File: config.mk
export PLATFORM = sky130hd
export DESIGN_NAME = rtc_regbank
export DESIGN_NICKNAME = d
export VERILOG_FILES = /design/src/rtl/rtc_regbank_pkg.sv /design/src/rtl/rtc_burst_seq.sv /design/src/rtl/rtc_scratch_ram.sv /design/src/rtl/rtc_clk_stage.sv /design/src/rtl/rtc_regbank.sv
export SDC_FILE = /design/constraint.sdc
export NUM_CORES = 1
export LEC_CHECK = 0
export BUFFER_PORTS_ARGS = -buffer_cell sky130_fd_sc_hd__buf_2
export CAP_MARGIN = 20
export CORE_MARGIN = 5
export CORE_UTILIZATION = 31
export CTS_BUF_LIST = sky130_fd_sc_hd__clkbuf_4 sky130_fd_sc_hd__clkbuf_8 sky130_fd_sc_hd__clkbuf_16
export DETAILED_ROUTE_END_ITERATION = 8
export MAX_ROUTING_LAYER = met4
export PLACE_DENSITY = 0.47
export SKIP_CTS_REPAIR_TIMING = 1
export SLEW_MARGIN = 20
export SYNTH_ARGS = -nofsm -noshare
export SYNTH_HDL_FRONTEND = slang
export SYNTH_SLANG_ARGS = --single-unit
File: constraint.sdc
create_clock -name clk -period 7 [get_ports clk]
set_clock_uncertainty 0.2 [all_clocks]
set_input_delay 1.05 -clock clk [delete_from_list [all_inputs] [get_ports clk]]
set_output_delay 1.05 -clock clk [all_outputs]
set_load 0.005 [all_outputs]
File: src/rtl/rtc_regbank_pkg.sv
// Shared widths and the effective-access record for the register bank.
package rtc_regbank_pkg;
    localparam int BYTE_W = 8;
    localparam int ADDR_W = 5;

    typedef logic [BYTE_W-1:0] byte_t;

    // One resolved access after burst sequencing.
    typedef struct packed {
        logic              en;
        logic              wr;
        logic              ram;
        logic              burst;
        logic [ADDR_W-1:0] addr;
    } acc_t;
endpackage

File: src/rtl/rtc_burst_seq.sv
// Burst sequencer: turns raw accesses into effective accesses.
// Assumes burst_start takes priority over burst_end and over the access
// presented in the same cycle; burst_end closes after that cycle's access.
module rtc_burst_seq
    import rtc_regbank_pkg::*;
#(
    parameter int AW = ADDR_W
) (
    input  logic          clk,
    input  logic          rst_n,
    input  logic          acc_en,
    input  logic          acc_wr,
    input  logic          acc_ram,
    input  logic [AW-1:0] acc_addr,
    input  logic          burst_start,
    input  logic          burst_end,
    output acc_t          eff,
    output logic          stg_clear
);
    localparam logic [AW-1:0] PTR_MAX = {AW{1'b1}};

    logic          act_q;
    logic          ram_q;
    logic          wr_q;
    logic [AW-1:0] ptr_q;

    // Burst mode latch and pointer advance.
    always_ff @(posedge clk) begin
        if (!rst_n) begin
            act_q <= 1'b0;
            ram_q <= 1'b0;
            wr_q  <= 1'b0;
            ptr_q <= '0;
        end else if (burst_start) begin
            act_q <= 1'b1;
            ram_q <= acc_ram;
            wr_q  <= acc_wr;
            ptr_q <= '0;
        end else begin
            if (act_q && acc_en && ptr_q != PTR_MAX)
                ptr_q <= ptr_q + 1'b1;
            if (burst_end) begin
                act_q <= 1'b0;
                ptr_q <= '0;
            end
        end
    end

    // Resolve the access presented this cycle.
    always_comb begin
        eff.en    = acc_en && !burst_start;
        eff.wr    = act_q ? wr_q  : acc_wr;
        eff.ram   = act_q ? ram_q : acc_ram;
        eff.burst = act_q;
        eff.addr  = act_q ? ptr_q : acc_addr;
    end

    assign stg_clear = burst_start || burst_end;

    // pointer steps by one per burst access
    a_r9_ptr_step: assert property (@(posedge clk) disable iff (!rst_n)
        (act_q && acc_en && !burst_start && !burst_end && ptr_q != PTR_MAX)
        |=> (ptr_q == $past(ptr_q) + 1'b1));

    // a new burst always begins at location 0
    a_r6_start_at_zero: assert property (@(posedge clk) disable iff (!rst_n)
        burst_start |=> (ptr_q == '0 && act_q));
endmodule

File: src/rtl/rtc_scratch_ram.sv
// Scratchpad storage of DEPTH bytes. Writes are dropped outside the storage
// range and while the lock is set. Reads beyond the range return zero.
module rtc_scratch_ram
    import rtc_regbank_pkg::*;
#(
    parameter int DEPTH = 24,
    parameter int AW    = ADDR_W
) (
    input  logic          clk,
    input  logic          rst_n,
    input  logic          we_req,
    input  logic [AW-1:0] addr,
    input  byte_t         wdata,
    input  logic          lock,
    output byte_t         rd_byte
);
    localparam logic [AW:0] LIMIT = (AW+1)'(DEPTH);

    logic [DEPTH-1:0][BYTE_W-1:0] mem;
    logic                         in_range;

    assign in_range = {1'b0, addr} < LIMIT;

    // Byte store with lock gating.
    always_ff @(posedge clk) begin
        if (!rst_n) begin
            mem <= '0;
        end else if (we_req && in_range && !lock) begin
            for (int k = 0; k < DEPTH; k++)
                if (addr == AW'(k))
                    mem[k] <= wdata;
        end
    end

    // Read mux with zero fill outside storage.
    always_comb begin
        rd_byte = '0;
        for (int k = 0; k < DEPTH; k++)
            if (addr == AW'(k))
                rd_byte = mem[k];
    end

    // nothing changes in the RAM while locked
    a_r5_lock_freezes_ram: assert property (@(posedge clk) disable iff (!rst_n)
        lock |=> $stable(mem));
endmodule

File: src/rtl/rtc_clk_stage.sv
// Clock-side write path: lock register, burst staging buffer and the load
// port to the calendar counter. Burst bytes 0..FIELDS-1 are staged. The byte
// at address FIELDS (control) triggers the commit and is applied directly.
module rtc_clk_stage
    import rtc_regbank_pkg::*;
#(
    parameter int FIELDS = 7,
    parameter int AW     = ADDR_W
) (
    input  logic                     clk,
    input  logic                     rst_n,
    input  logic                     wr_req,
    input  logic                     burst,
    input  logic [AW-1:0]            addr,
    input  byte_t                    wdata,
    input  logic                     stg_clear,
    output logic                     lock,
    output logic [FIELDS-1:0]        ld_mask,
    output logic [FIELDS*BYTE_W-1:0] ld_data
);
    localparam logic [AW:0] FLD_LIMIT = (AW+1)'(FIELDS);
    localparam logic [AW:0] CTRL_ADDR = (AW+1)'(FIELDS);

    logic [FIELDS-1:0][BYTE_W-1:0] stg;
    logic [FIELDS-1:0]             stg_vld;
    logic [FIELDS-1:0][BYTE_W-1:0] ld_q;
    logic                          is_field;
    logic                          is_ctrl;
    logic                          commit;

    assign is_field = {1'b0, addr} < FLD_LIMIT;
    assign is_ctrl  = {1'b0, addr} == CTRL_ADDR;
    assign commit   = wr_req && burst && is_ctrl;

    // Staging buffer fill and discard.
    always_ff @(posedge clk) begin
        if (!rst_n) begin
            stg     <= '0;
            stg_vld <= '0;
        end else if (commit || stg_clear) begin
            stg_vld <= '0;
        end else if (wr_req && burst && is_field) begin
            for (int k = 0; k < FIELDS; k++)
                if (addr == AW'(k)) begin
                    stg[k]     <= wdata;
                    stg_vld[k] <= 1'b1;
                end
        end
    end

    // Lock bit, written by single or burst control writes.
    always_ff @(posedge clk) begin
        if (!rst_n)
            lock <= 1'b0;
        else if (wr_req && is_ctrl)
            lock <= wdata[BYTE_W-1];
    end

    // Load port: one-cycle mask, lanes hold their last value.
    always_ff @(posedge clk) begin
        if (!rst_n) begin
            ld_mask <= '0;
            ld_q    <= '0;
        end else begin
            ld_mask <= '0;
            if (commit && !lock && (&stg_vld)) begin
                ld_mask <= '1;
                ld_q    <= stg;
            end else if (wr_req && !burst && is_field && !lock) begin
                for (int k = 0; k < FIELDS; k++)
                    if (addr == AW'(k)) begin
                        ld_mask[k] <= 1'b1;
                        ld_q[k]    <= wdata;
                    end
            end
        end
    end

    assign ld_data = ld_q;

    // no calendar load follows a cycle with the lock set
    a_r5_lock_blocks_load: assert property (@(posedge clk) disable iff (!rst_n)
        (|ld_mask) |-> !$past(lock));

    // a load is one field or the whole calendar
    a_r3_mask_shape: assert property (@(posedge clk) disable iff (!rst_n)
        $onehot0(ld_mask) || (&ld_mask));

    // a full load needs every staged field
    a_r7_full_needs_all: assert property (@(posedge clk) disable iff (!rst_n)
        ((&ld_mask) && FIELDS > 1) |-> $past(&stg_vld));

    // an aborted or finished burst leaves no staged bytes behind
    a_r8_discard: assert property (@(posedge clk) disable iff (!rst_n)
        stg_clear |=> (stg_vld == '0));
endmodule

File: src/rtl/rtc_regbank.sv
// Register bank top: scratchpad RAM, calendar-field window with load port,
// control register with write lock, and burst sequencing.
// Assumes the calendar counter applies cal_ld_data lanes where cal_ld_mask
// is set, on the cycle the mask is high.
module rtc_regbank
    import rtc_regbank_pkg::*;
#(
    parameter int RAM_DEPTH  = 24,
    parameter int CAL_FIELDS = 7
) (
    input  logic                         clk,
    input  logic                         rst_n,
    input  logic                         acc_en,
    input  logic                         acc_wr,
    input  logic                         acc_ram,
    input  logic [ADDR_W-1:0]            acc_addr,
    input  logic [BYTE_W-1:0]            acc_wdata,
    input  logic                         burst_start,
    input  logic                         burst_end,
    output logic [BYTE_W-1:0]            rd_data,
    input  logic [CAL_FIELDS*BYTE_W-1:0] cal_q,
    output logic [CAL_FIELDS-1:0]        cal_ld_mask,
    output logic [CAL_FIELDS*BYTE_W-1:0] cal_ld_data
);
    localparam logic [ADDR_W-1:0] CTRL_ADDR = ADDR_W'(CAL_FIELDS);

    acc_t  eff;
    logic  stg_clear;
    logic  lock;
    byte_t ram_rd;
    byte_t clk_rd;

    rtc_burst_seq #(.AW(ADDR_W)) u_seq (
        .clk         (clk),
        .rst_n       (rst_n),
        .acc_en      (acc_en),
        .acc_wr      (acc_wr),
        .acc_ram     (acc_ram),
        .acc_addr    (acc_addr),
        .burst_start (burst_start),
        .burst_end   (burst_end),
        .eff         (eff),
        .stg_clear   (stg_clear)
    );

    rtc_scratch_ram #(.DEPTH(RAM_DEPTH), .AW(ADDR_W)) u_ram (
        .clk     (clk),
        .rst_n   (rst_n),
        .we_req  (eff.en && eff.wr && eff.ram),
        .addr    (eff.addr),
        .wdata   (acc_wdata),
        .lock    (lock),
        .rd_byte (ram_rd)
    );

    rtc_clk_stage #(.FIELDS(CAL_FIELDS), .AW(ADDR_W)) u_stage (
        .clk       (clk),
        .rst_n     (rst_n),
        .wr_req    (eff.en && eff.wr && !eff.ram),
        .burst     (eff.burst),
        .addr      (eff.addr),
        .wdata     (acc_wdata),
        .stg_clear (stg_clear),
        .lock      (lock),
        .ld_mask   (cal_ld_mask),
        .ld_data   (cal_ld_data)
    );

    // Clock-side read: live calendar fields, control, zero elsewhere.
    always_comb begin
        clk_rd = '0;
        for (int k = 0; k < CAL_FIELDS; k++)
            if (eff.addr == ADDR_W'(k))
                clk_rd = cal_q[k*BYTE_W +: BYTE_W];
        if (eff.addr == CTRL_ADDR)
            clk_rd = {lock, {(BYTE_W-1){1'b0}}};
    end

    assign rd_data = eff.ram ? ram_rd : clk_rd;

    // low control bits always read zero
    a_r4_ctrl_low_zero: assert property (@(posedge clk) disable iff (!rst_n)
        (!eff.ram && eff.addr == CTRL_ADDR) |-> (rd_data[BYTE_W-2:0] == '0));
endmodule

Word level (Yosys, flattened, before mapping)
Cells that the tools add are included.
{"block": "totals", "input_bits": 76, "register_bits": 327, "elab_cells": 217, "output_inout_bits": 71}
{"block": "op_classes", "add_sub_neg": 1, "n_reduce_logical": 81, "eq_ne": 24, "n_bitwise": 2, "order_cmp": 2, "muxes": 56}
{"cell": "two-way mux 8 bit", "n": 40}
{"cell": "two-way mux 56 bit", "n": 2}
{"cell": "AND reduction 2 bit", "n": 38}
{"cell": "== test 5 x 4 -> 1 bit (second input constant)", "n": 8}
{"cell": "== test 5 bit (second input constant)", "n": 8}
{"cell": "AND reduction 3 bit", "n": 7}
{"cell": "== test 5 x 3 -> 1 bit (second input constant)", "n": 4}
{"cell": "nonzero test 2 bit", "n": 9}
{"cell": "logical AND 1 bit", "n": 17}
{"cell": "two-way mux 7 bit", "n": 2}
{"cell": "two-way mux 1 bit", "n": 11}
{"cell": "== test 5 x 2 -> 1 bit (second input constant)", "n": 2}
{"cell": "AND reduction 7 bit", "n": 1}
{"cell": "adder 5 x 1 -> 5 bit (second input constant)", "n": 1}
{"cell": "== test 5 x 1 -> 1 bit (second input constant)", "n": 1}
{"cell": "zero test 5 bit", "n": 1}
{"cell": "less-than comparator 5 x 3 -> 1 bit (second input constant)", "n": 1}
{"cell": "less-than comparator 5 bit (second input constant)", "n": 1}
{"cell": "two-way mux 5 bit", "n": 1}
{"cell": "!= test 5 bit (second input constant)", "n": 1}
{"cell": "zero test 1 bit", "n": 4}
{"cell": "OR reduction 3 bit", "n": 1}
{"cell": "logical OR 1 bit", "n": 2}
{"cell": "NOT 1 bit", "n": 2}
{"cell": "OR reduction 2 bit", "n": 1}

Longest topological paths before layout
Gate-level depths: netlist of the first run.
{"block": "logic_depth", "ltp_word": 27, "mapped_depth": 12, "depth_no_buf": 7}

Cells and area by module
A second synthesis of the first run with hierarchy kept.
{"block": "hier_totals", "hier_cells": 1891, "area_unflattened_um2": 15945.3}
{"module": "rtc_scratch_ram", "area_per_inst_um2": 9615.5, "n_inst": 1, "cells_each": 1154, "seq_area_each_um2": 3843.7}
{"module": "rtc_clk_stage", "area_per_inst_um2": 5079.9, "n_inst": 1, "cells_each": 572, "seq_area_each_um2": 2542.4}
{"module": "rtc_regbank", "area_per_inst_um2": 794.5, "n_inst": 1, "cells_each": 121, "seq_area_each_um2": 0.0}
{"module": "rtc_burst_seq", "area_per_inst_um2": 455.4, "n_inst": 1, "cells_each": 44, "seq_area_each_um2": 160.2}

Least setup slack after synthesis of the first run
No wires, ideal clock.
{"block": "synth_timing", "kind": "in2out", "start": "input acc_addr[2]", "end": "output rd_data[2]", "cell_stages": 10, "arrival_time_ns": 2.997, "path_slack_ns": 2.753, "n_path_buf": 3, "required_time_ns": 5.750, "path_cell_list": "clkbuf_1 > or4_1 > clkbuf_1 > nand2_1 > buf_2 > o21ai_0 > a222oi_1 > nor3_1 > o311ai_0 > nand3_1"}
{"block": "synth_via", "elab_chain_len": 27, "elab_cells_between_ends": 58, "cone_classes": "23 x eq/ne; 34 x mux; 1 x reduce/logical"}
{"item": "start, declared", "line_no": "rtc_regbank.sv:16", "rtl": "input logic [ADDR_W-1:0] acc_addr,"}
{"item": "two-way mux 5 bit *", "line_no": "rtc_burst_seq.sv:55", "rtl": "eff.addr = act_q ? ptr_q : acc_addr;"}
{"item": "zero test 5 bit", "line_no": "rtc_scratch_ram.sv:39, rtc_regbank.sv:73"}
{"item": "two-way mux 8 bit (24 in series)", "line_no": "rtc_scratch_ram.sv:39", "rtl": "if (addr == AW'(k))"}
{"item": "two-way mux 8 bit *", "line_no": "rtc_regbank.sv:79", "rtl": "assign rd_data = eff.ram ? ram_rd : clk_rd;"}
{"item": "end, declared", "line_no": "rtc_regbank.sv:20", "rtl": "output logic [BYTE_W-1:0] rd_data,"}
Every way passes the cells marked *; elsewhere a longest branch is shown, timed or not.

Worst setup path in the final report of the first run
{"block": "layout_timing", "start": "register u_seq.act_q", "end": "output rd_data[5]"}
{"block": "layout_via", "elab_chain_len": 27, "elab_cells_between_ends": 59, "cone_classes": "23 x eq/ne; 35 x mux; 1 x reduce/logical"}
{"item": "start, declared", "line_no": "rtc_burst_seq.sv:22", "rtl": "logic act_q;"}
{"item": "start signal, assigned", "line_no": "rtc_burst_seq.sv:30", "rtl": "act_q <= 1'b0;"}
{"item": "start signal, assigned", "line_no": "rtc_burst_seq.sv:35", "rtl": "act_q <= 1'b1;"}
{"item": "start signal, assigned", "line_no": "rtc_burst_seq.sv:43", "rtl": "act_q <= 1'b0;"}
{"item": "two-way mux 5 bit", "line_no": "rtc_burst_seq.sv:55"}
{"item": "zero test 5 bit", "line_no": "rtc_scratch_ram.sv:39, rtc_regbank.sv:73"}
{"item": "two-way mux 8 bit (24 in series)", "line_no": "rtc_scratch_ram.sv:39"}
{"item": "two-way mux 8 bit *", "line_no": "rtc_regbank.sv:79"}
Marked as above.

==> results.cfg, run 1 <==
[die]
die_area_sq_um = 56780
die_y_um = 238.3
ios = 147
start_util_pct = 31.36
fp.coreArea_sq_um = 51510
rows = 83
die_x_um = 238.3

[power_and_ir_drop]
ir_drop_uv = 140.7
clkPwrFrac_pct = 49.9
p_seq_share_pct = 42.5
p_leak_nw = 7.234
p_switching_mw = 1.092
power_frac_comb_pct = 7.6
p_int_mw = 3.309
power.density_nw_per_um2 = 235.2
p_sw_share_pct = 24.82

[layout]
finalNonFillerCells = 2754
fin_util_pct = 36.33
final_cell_mix = nand2_1 (373), nand3_1 (331), dfxtp_1 (326), a21boi_0 (243), buf_2 (145)
num-fill-cells = 5384
nets = 2111
drive_above_1_share_pct = 14.20
stdcell_area_sq_um = 18710
area_growth_pct = 15.85
layout_commonest_cell = nand2_1

[timing]
hold_viol = 0
slew_violations = 0
setup_viol = 0
worst_slack_ps = 951.4
slew_headroom_pct = 23.98
fin_setup_tns_ps = 0
rsz0062_at_grt = false
fmax_mhz = 165.3
fin_crit_sh_pct = 86.41
worst_pin_slew_ps = 1140
period_minus_slack_ps = 6049

[run_status]
status = complete, no violations

[drt]
vias = 15670
dr.pass1.iters = 7
drt-initial-drc-count = 1538
drc = 0
drt_wl_total_mm = 63.17
antenna_left = 0
vias_per_cell = 5.688
wl_per_cell_um = 22.94

[cts]
cts-htree-levels = 2
cts_tree = done
cts_buffer_depth = 3
cts.clk_slew.worst_paths_ps = 60
numCtsBuffers = 39
clkSinkCount = 327
insertion_delay_ps = 560
cts_root_buffer = clkbuf_16

[synthesis]
synth_area_sq_um = 16150
yosysSeqAreaShare_pct = 40.52
yosys_warnings = 0
synthesis.nets = 2080
synth-main-ff-cell = dfxtp_1
ys_ff_latch = 327
netlist-cell-type-count = 76
synth_edf_count = 0
async_flop_share_pct = 0
avgSynthCellArea_sq_um = 8.069
netlist_instances = 2002

[min_path]
hold_path.class = register to register

[setup_path]
start_kind = register
cp-end-kind = primary output
critPathMaxFanout = 38
cp.required_ps = 5750
critical_path_arrival_ps = 4800
worstSetupPathType = register to primary output

[global_routing]
antenna_found_initial = 9
grt_pass1_vias = 14840
grt_pass1_wl_mm = 95.37
grt_usage_pct = 21.89
overflow = 0
grt_max_degree = 191

[placed_design]
dp_hpwl_mm = 40.94
dp_slack_ps = 1436
gp_congestion = 0.9304
port-buffer-count = 146
placedCellCount = 2671
postPlaceCellArea_sq_um = 17280

[run]
maxCapViolCount = 0
power by group through the flow:
stage / Sequential, mW / Clock (mW) / Combinational (mW)
2_1_floorplan: 1.91 / 0 / 0.194
3_5_place_dp: 1.91 / 0 / 0.330
5_1_grt: 1.87 / 2.33 / 0.352
4_1_cts: 1.87 / 2.25 / 0.331
6_report: 1.87 / 2.20 / 0.334
3_3_place_gp: 1.91 / 0 / 0.329
worst paths after layout:
check | start | end | slack, ps | cells past startpoint
min reg2reg | u_stage.stg[17]$_SDFFE_PN0P_ | u_stage.stg[17]$_SDFFE_PN0P_ | 270 | 2
min | u_stage.stg[17]$_SDFFE_PN0P_ | u_stage.stg[17]$_SDFFE_PN0P_ | 270 | 2
max | u_seq.act_q$_SDFFE_PN0P_ | rd_data[5] | 950 | 9
max reg2reg | u_seq.act_q$_SDFFE_PN0P_ | u_ram.mem[85]$_SDFFE_PN0P_ | 2860 | 7
final cells by class:
cell class / instances / area (sq um) / share of cell area (%)
diodes: 10 / 25.02 / 0.1337
clock buffers: 60 / 1196 / 6.392
clock inverters: 12 / 207.7 / 1.110
inverters: 6 / 22.52 / 0.1203
multi-input cells: 1476 / 8822 / 47.14
flip-flops and latches: 327 / 6548 / 34.99
well taps: 680 / 850.8 / 4.546
repair buffers: 183 / 1042 / 5.569
routing by layer:
metal  track usage, %  up-vias  share of wire, %
met5                -        -                 0
met4            5.913        0               2.7
met3            4.242      106               6.4
met2            34.10      507                46
met1            29.25     7730                45
li1                 -     7322                 -
synth_stat cells (all sizes together) (10+ instances only):
cell type / n / area share (%)
o22ai: 27 / 1.0
nor2: 56 / 1.3
a21boi: 248 / 12
a211oi: 10 / 0.46
dfxtp: 327 / 41
nor3: 21 / 0.72
o21ai: 40 / 1.2
o221ai: 12 / 0.65
mux2i: 30 / 1.9
nand2: 377 / 8.8
buf: 59 / 1.8
a222oi: 12 / 0.74
nor2b: 15 / 0.58
a21oi: 33 / 1.0
clkbuf: 134 / 3.1
o211a: 56 / 3.5
nand3b: 11 / 0.51
o21a: 10 / 0.46
nand3: 332 / 10
a22oi: 34 / 1.7
a221oi: 10 / 0.54
sequential cells by signal, indices dropped and copies added, names as in the netlist:
register         flops
u_stage.ld_data     56
u_seq.wr_q           1
u_stage.stg         56
u_stage.stg_vld      7
u_seq.act_q          1
u_seq.ram_q          1
u_ram.mem          192
u_stage.ld_mask      7
u_stage.lock         1
u_seq.ptr_q          5
worst max-delay path: stages (launching register included):
cell	delay, ps
dfxtp_2	790
buf_4	390
nor4bb_1	700
nor2_1	410
nor2_1	880
a21oi_1	170
a211o_1	350
and3_1	200
o21ai_1	190
buf_2	150
through the flow:
step	hold slack, ps	total power, mW
2_1_floorplan	235.2	2.100
3_3_place_gp	246.4	2.239
3_5_place_dp	252.8	2.240
4_1_cts	264.8	4.447
5_1_grt	278.9	4.552
6_report	266.9	4.401
kinds of logic after synthesis:
kind of cell,Yosys count,synth area share [%]
AND/OR/NAND/NOR,882,25.63
multiplexers,33,2.091
buffers and inverters,199,5.073
AO/OA/AOI/OAI,556,26.37
flip-flops,327,40.52
XOR/XNOR,3,0.1627
adder cells (fa/ha/maj),2,0.1549
No activity file was read; power rests on OpenSTA's default activity.
==> run 2, diff against run 1 <==
- RECOVER_POWER: unset -> 25
==> results.cfg, run 2 (synthesized netlist as in run 1, its figures left out) <==
[run_status]
status = finished with violations
violations = capacitance limit, slew limit

[cts]
cts.clk_slew.worst_paths_ps = 60
cts_buffer_depth = 3
cts-htree-levels = 2
cts_tree = done
numCtsBuffers = 39
clkSinkCount = 327
insertion_delay_ps = 560
cts_root_buffer = clkbuf_16

[timing]
period_minus_slack_ps = 6048
rsz0062_at_grt = false
worst_pin_slew_ps = 3443
setup_viol = 0
slew_headroom_pct = -129.5
hold_ws_ps = 267.0
fin_setup_tns_ps = 0
fin_crit_sh_pct = 86.40
fmax_mhz = 165.3
slew_violations = 319
hold_viol = 0

[die]
ios = 147
fp.coreArea_sq_um = 51510
start_util_pct = 31.36
rows = 83
die_area_sq_um = 56780
die_x_um = 238.3
die_y_um = 238.3

[power_and_ir_drop]
power.density_nw_per_um2 = 237.0
ir_drop_uv = 141.5
p_leak_nw = 6.987

[setup_path]
cp.required_ps = 5750
reg2reg_depth = 8
cp_cell_sequence = buf_4 -> nor4bb_1 -> nor2_1 -> nor2_1 -> a21oi_1 -> a211o_1 -> and3_1 -> o21ai_1 -> buf_2
regToRegEndpoint = u_stage.ld_data[40]$_SDFFE_PN0P_
start_kind = register
crit_start = u_seq.act_q$_SDFFE_PN0P_
critPathCapture = rd_data[5]
cp_common_cell = nor2_1
cpPeakStageDelay_ps = 870
critPathMaxFanout = 38
regToRegSetupSlack_ps = 2790
cp-end-kind = primary output
critical_path_arrival_ps = 4800
worstSetupPathType = register to primary output
rr_startpoint = u_seq.ptr_q[0]$_SDFFE_PP0P_
slowest_stage = nor2_1

[global_routing]
grt_util_met1_pct = 29.25
grt_max_degree = 191
overflow = 0
grt_usage_pct = 21.89
grt_pass1_vias = 14840
globalRouteMet3Util_pct = 4.242
grt_pass1_wl_mm = 95.37
met2_usage_pct = 34.10
antenna_found_initial = 9
busiest_layer = met2

[drt]
antenna_left = 0
dr.pass1.iters = 5
vias = 15610
drt-initial-drc-count = 1481
drt_wl_total_mm = 63.21
drc = 0
vias_per_cell = 5.671
wl_per_cell_um = 22.96

[layout]
area_growth_pct = 15.22
final_cell_mix = nand2_1 (373), nand3_1 (331), dfxtp_1 (326), a21boi_0 (243), buf_2 (92)
drive_above_1_share_pct = 11.53
nets = 2111
regMostFlops = u_ram.mem
layout_commonest_cell = nand2_1
largest_reg_flops = 192
num-fill-cells = 5404
fin_util_pct = 36.13

[placed_design]
dp_hpwl_mm = 40.94
gp_congestion = 0.9304
port-buffer-count = 146

[run]
maxCapViolCount = 2

[min_path]
hold_path.class = register to register
[run 2: changes by cell type in the layout (fill, tap and decap cells not counted)]
cell      change
clkbuf_2      +2
buf_4         -1
a22oi_1       +1
clkbuf_8      -1
clkbuf_1     +54
diode_2       -1
a22oi_2       -1
buf_2        -53
buf_12        -1
[run 2: worst max-delay path, delay by kind of cell, from the launching register on]
family	cells	cell delay (ps)
compound gates	3	720
buf+inv	2	540
flops	1	800
simple gates	4	2170
[run 2: final cells by class]
type	instances	area (sq um)	share of cell area, %
multi-input combinational	1476	8817	47.37
sequential	327	6548	35.18
clock buffer	60	1196	6.426
timing repair buffer	183	948.4	5.095
tap	680	850.8	4.571
clock inverter	12	207.7	1.116
inverter	6	22.52	0.1210
antenna	9	22.52	0.1210
[run 2: per-stage QoR]
stage	power (mW)	worst slack (ps)	std cells	instance area [sq um]
6_report	4.411	951.7	2753	18610
5_1_grt	4.558	634.2	2753	18610
4_1_cts	4.447	1063	2743	18680
3_5_place_dp	2.240	1436	2671	17280
3_3_place_gp	2.239	1464	2671	17280
2_1_floorplan	2.100	2753	2002	16150
[run 2: worst min-delay path by stage]
stage                                      start                      endpoint  slack (ps)  cells after the start
finish               u_stage.stg[3]$_SDFFE_PN0P_   u_stage.stg[3]$_SDFFE_PN0P_         270                      2
global route         u_stage.stg[4]$_SDFFE_PN0P_   u_stage.stg[4]$_SDFFE_PN0P_         280                      2
CTS                  u_stage.stg[4]$_SDFFE_PN0P_   u_stage.stg[4]$_SDFFE_PN0P_         260                      2
detailed placement   u_stage.stg[6]$_SDFFE_PN0P_   u_stage.stg[6]$_SDFFE_PN0P_         250                      2
global placement     u_stage.stg[5]$_SDFFE_PN0P_   u_stage.stg[5]$_SDFFE_PN0P_         250                      2
floorplan           u_stage.stg[23]$_SDFFE_PN0P_  u_stage.stg[23]$_SDFFE_PN0P_         240                      2
[run 2: layer usage]
| metal | vias up | routed length (um) |
|---|---|---|
| li1 | 7327 | - |
| met1 | 7668 | 28460 |
| met2 | 505 | 28970 |
| met3 | 113 | 4056 |
| met4 | 0 | 1731 |
| met5 | - | 0 |
[run 2: report_power, final]
part           switching (mW)  internal (mW)  leakage (nW)
Sequential            0.00589           1.86          2.63
Clock                   0.862           1.34         0.700
Combinational           0.229          0.110          3.65
Total                    1.10           3.31          6.99
==> run 3, diff against run 2 <==
- CORE_UTILIZATION: 31 -> 60
- PLACE_DENSITY: 0.47 -> 0.8
==> results.cfg, run 3 (synthesized netlist as in run 1, its figures left out) <==
[timing]
fin_crit_sh_pct = 83.81
hold_viol = 0
slew_headroom_pct = -160.5
rsz0062_at_grt = false
period_minus_slack_ps = 5867
worst_slack_ps = 1133
worst_pin_slew_ps = 3908
fin_setup_tns_ps = 0
hold_ws_ps = 257.0
slew_violations = 321
fmax_mhz = 170.4
setup_viol = 0

[layout]
largest_reg_flops = 192
fin_util_pct = 67.00
final_cell_mix = nand2_1 (373), nand3_1 (331), dfxtp_1 (326), a21boi_0 (243), buf_2 (99)
drive_above_1_share_pct = 11.09
layout_commonest_cell = nand2_1
area_growth_pct = 10.84
regMostFlops = u_ram.mem
nets = 2100

[run_status]
status = finished with violations
violations = capacitance limit, slew limit

[placed_design]
port-buffer-count = 146
gp_congestion = 1.060
dp_slack_ps = 1689
dp_hpwl_mm = 35.74

[cts]
numCtsBuffers = 36
clkSinkCount = 327
cts_tree = done
cts_buffer_depth = 3
cts.clk_slew.worst_paths_ps = 60
insertion_delay_ps = 520
cts-htree-levels = 2
cts_root_buffer = clkbuf_16

[run]
maxCapViolCount = 3

[setup_path]
critical_path_arrival_ps = 6110
cp-end-kind = register
critPathMaxFanout = 138
worstSetupPathType = primary input to register
cpPeakStageDelay_ps = 2840
cp_cell_sequence = clkbuf_2 -> clkbuf_1 -> o211a_1
slowest_stage = clkbuf_1
crit_buf_inv = 2
cp.required_ps = 7250
crit_family = buffers and inverters
start_kind = primary input

[drt]
wl_per_cell_um = 23.15
drt_wl_total_mm = 55.42
drt-initial-drc-count = 2511
vias_per_cell = 6.812
antenna_left = 0
dr.pass1.iters = 6
drc = 0
vias = 16310

[die]
die_area_sq_um = 30310
die_y_um = 174.1
start_util_pct = 60.44
fp.coreArea_sq_um = 26730
ios = 147
die_x_um = 174.1
rows = 60

[power_and_ir_drop]
ir_drop_uv = 169.2
power.density_nw_per_um2 = 228.4
power_mw = 4.090
p_leak_nw = 6.875

[global_routing]
antenna_found_initial = 6
grt_pass1_wl_mm = 85.60
overflow = 0
grt_max_degree = 139
grt_pass1_vias = 15400
grt_usage_pct = 35.77

[min_path]
hold_path.class = register to register
==> run 3: cell count changes in the layout (fill, tap and decap cells not counted), sizes merged <==
| cell | delta |
|---|---|
| clkbuf | -17 |
| diode | -3 |
| bufinv | -2 |
| clkinv | +2 |
| inv | -2 |
| buf | +1 |
| clkinvlp | +1 |
==> run 3: power breakdown <==
part	switching, mW	total (mW)	internal (mW)
registers	0.00817	1.87	1.86
logic	0.213	0.320	0.107
clock network	0.769	1.90	1.13
total	0.990	4.09	3.10
==> run 3: cell type report <==
type	instances	area, sq um
fillers	2240	8820
multi-input cells	1476	8811
flip-flops and latches	327	6548
clock buffers	52	1059
repair buffers	175	899.6
well taps	341	426.7
clock inverters	11	125.1
inverters	6	22.52
diodes	6	15.01
==> run 3: tightest hold or removal path, cell delays in order (launching register included) <==
cell and delay, ps:
dfxtp_1 310, nand2_1 50, a21boi_1 50
==> run 3: through the flow <==
| stage | area, sq um | std cells |
|---|---|---|
| 6_report | 17910 | 2394 |
| 5_1_grt | 17910 | 2394 |
| 4_1_cts | 17980 | 2388 |
| 2_1_floorplan | 16150 | 2002 |
| 3_5_place_dp | 16790 | 2325 |
| 3_3_place_gp | 16790 | 2325 |
==> run 3: worst paths after layout <==
check / from / end / slack, ps / depth (start not counted)
worst max-delay path: rst_n / u_stage.ld_data[55]$_SDFFE_PN0P_ / 1130 / 3
worst max register to register: u_seq.act_q$_SDFFE_PN0P_ / u_ram.mem[107]$_SDFFE_PN0P_ / 2810 / 6
worst min register to register: u_stage.stg[23]$_SDFFE_PN0P_ / u_stage.stg[23]$_SDFFE_PN0P_ / 260 / 2
worst min-delay path: u_stage.stg[23]$_SDFFE_PN0P_ / u_stage.stg[23]$_SDFFE_PN0P_ / 260 / 2
==> run 3: layer usage <==
metal | vias up | part of all wire [%] | routed length [um] | track usage, %
met4 | 0 | 6.2 | 3436 | 18.28
met3 | 249 | 10 | 5553 | 7.047
met2 | 1003 | 46 | 25380 | 55.33
li1 | 7300 | - | - | -
met1 | 7756 | 38 | 21050 | 44.68
met5 | - | 0 | 0 | -
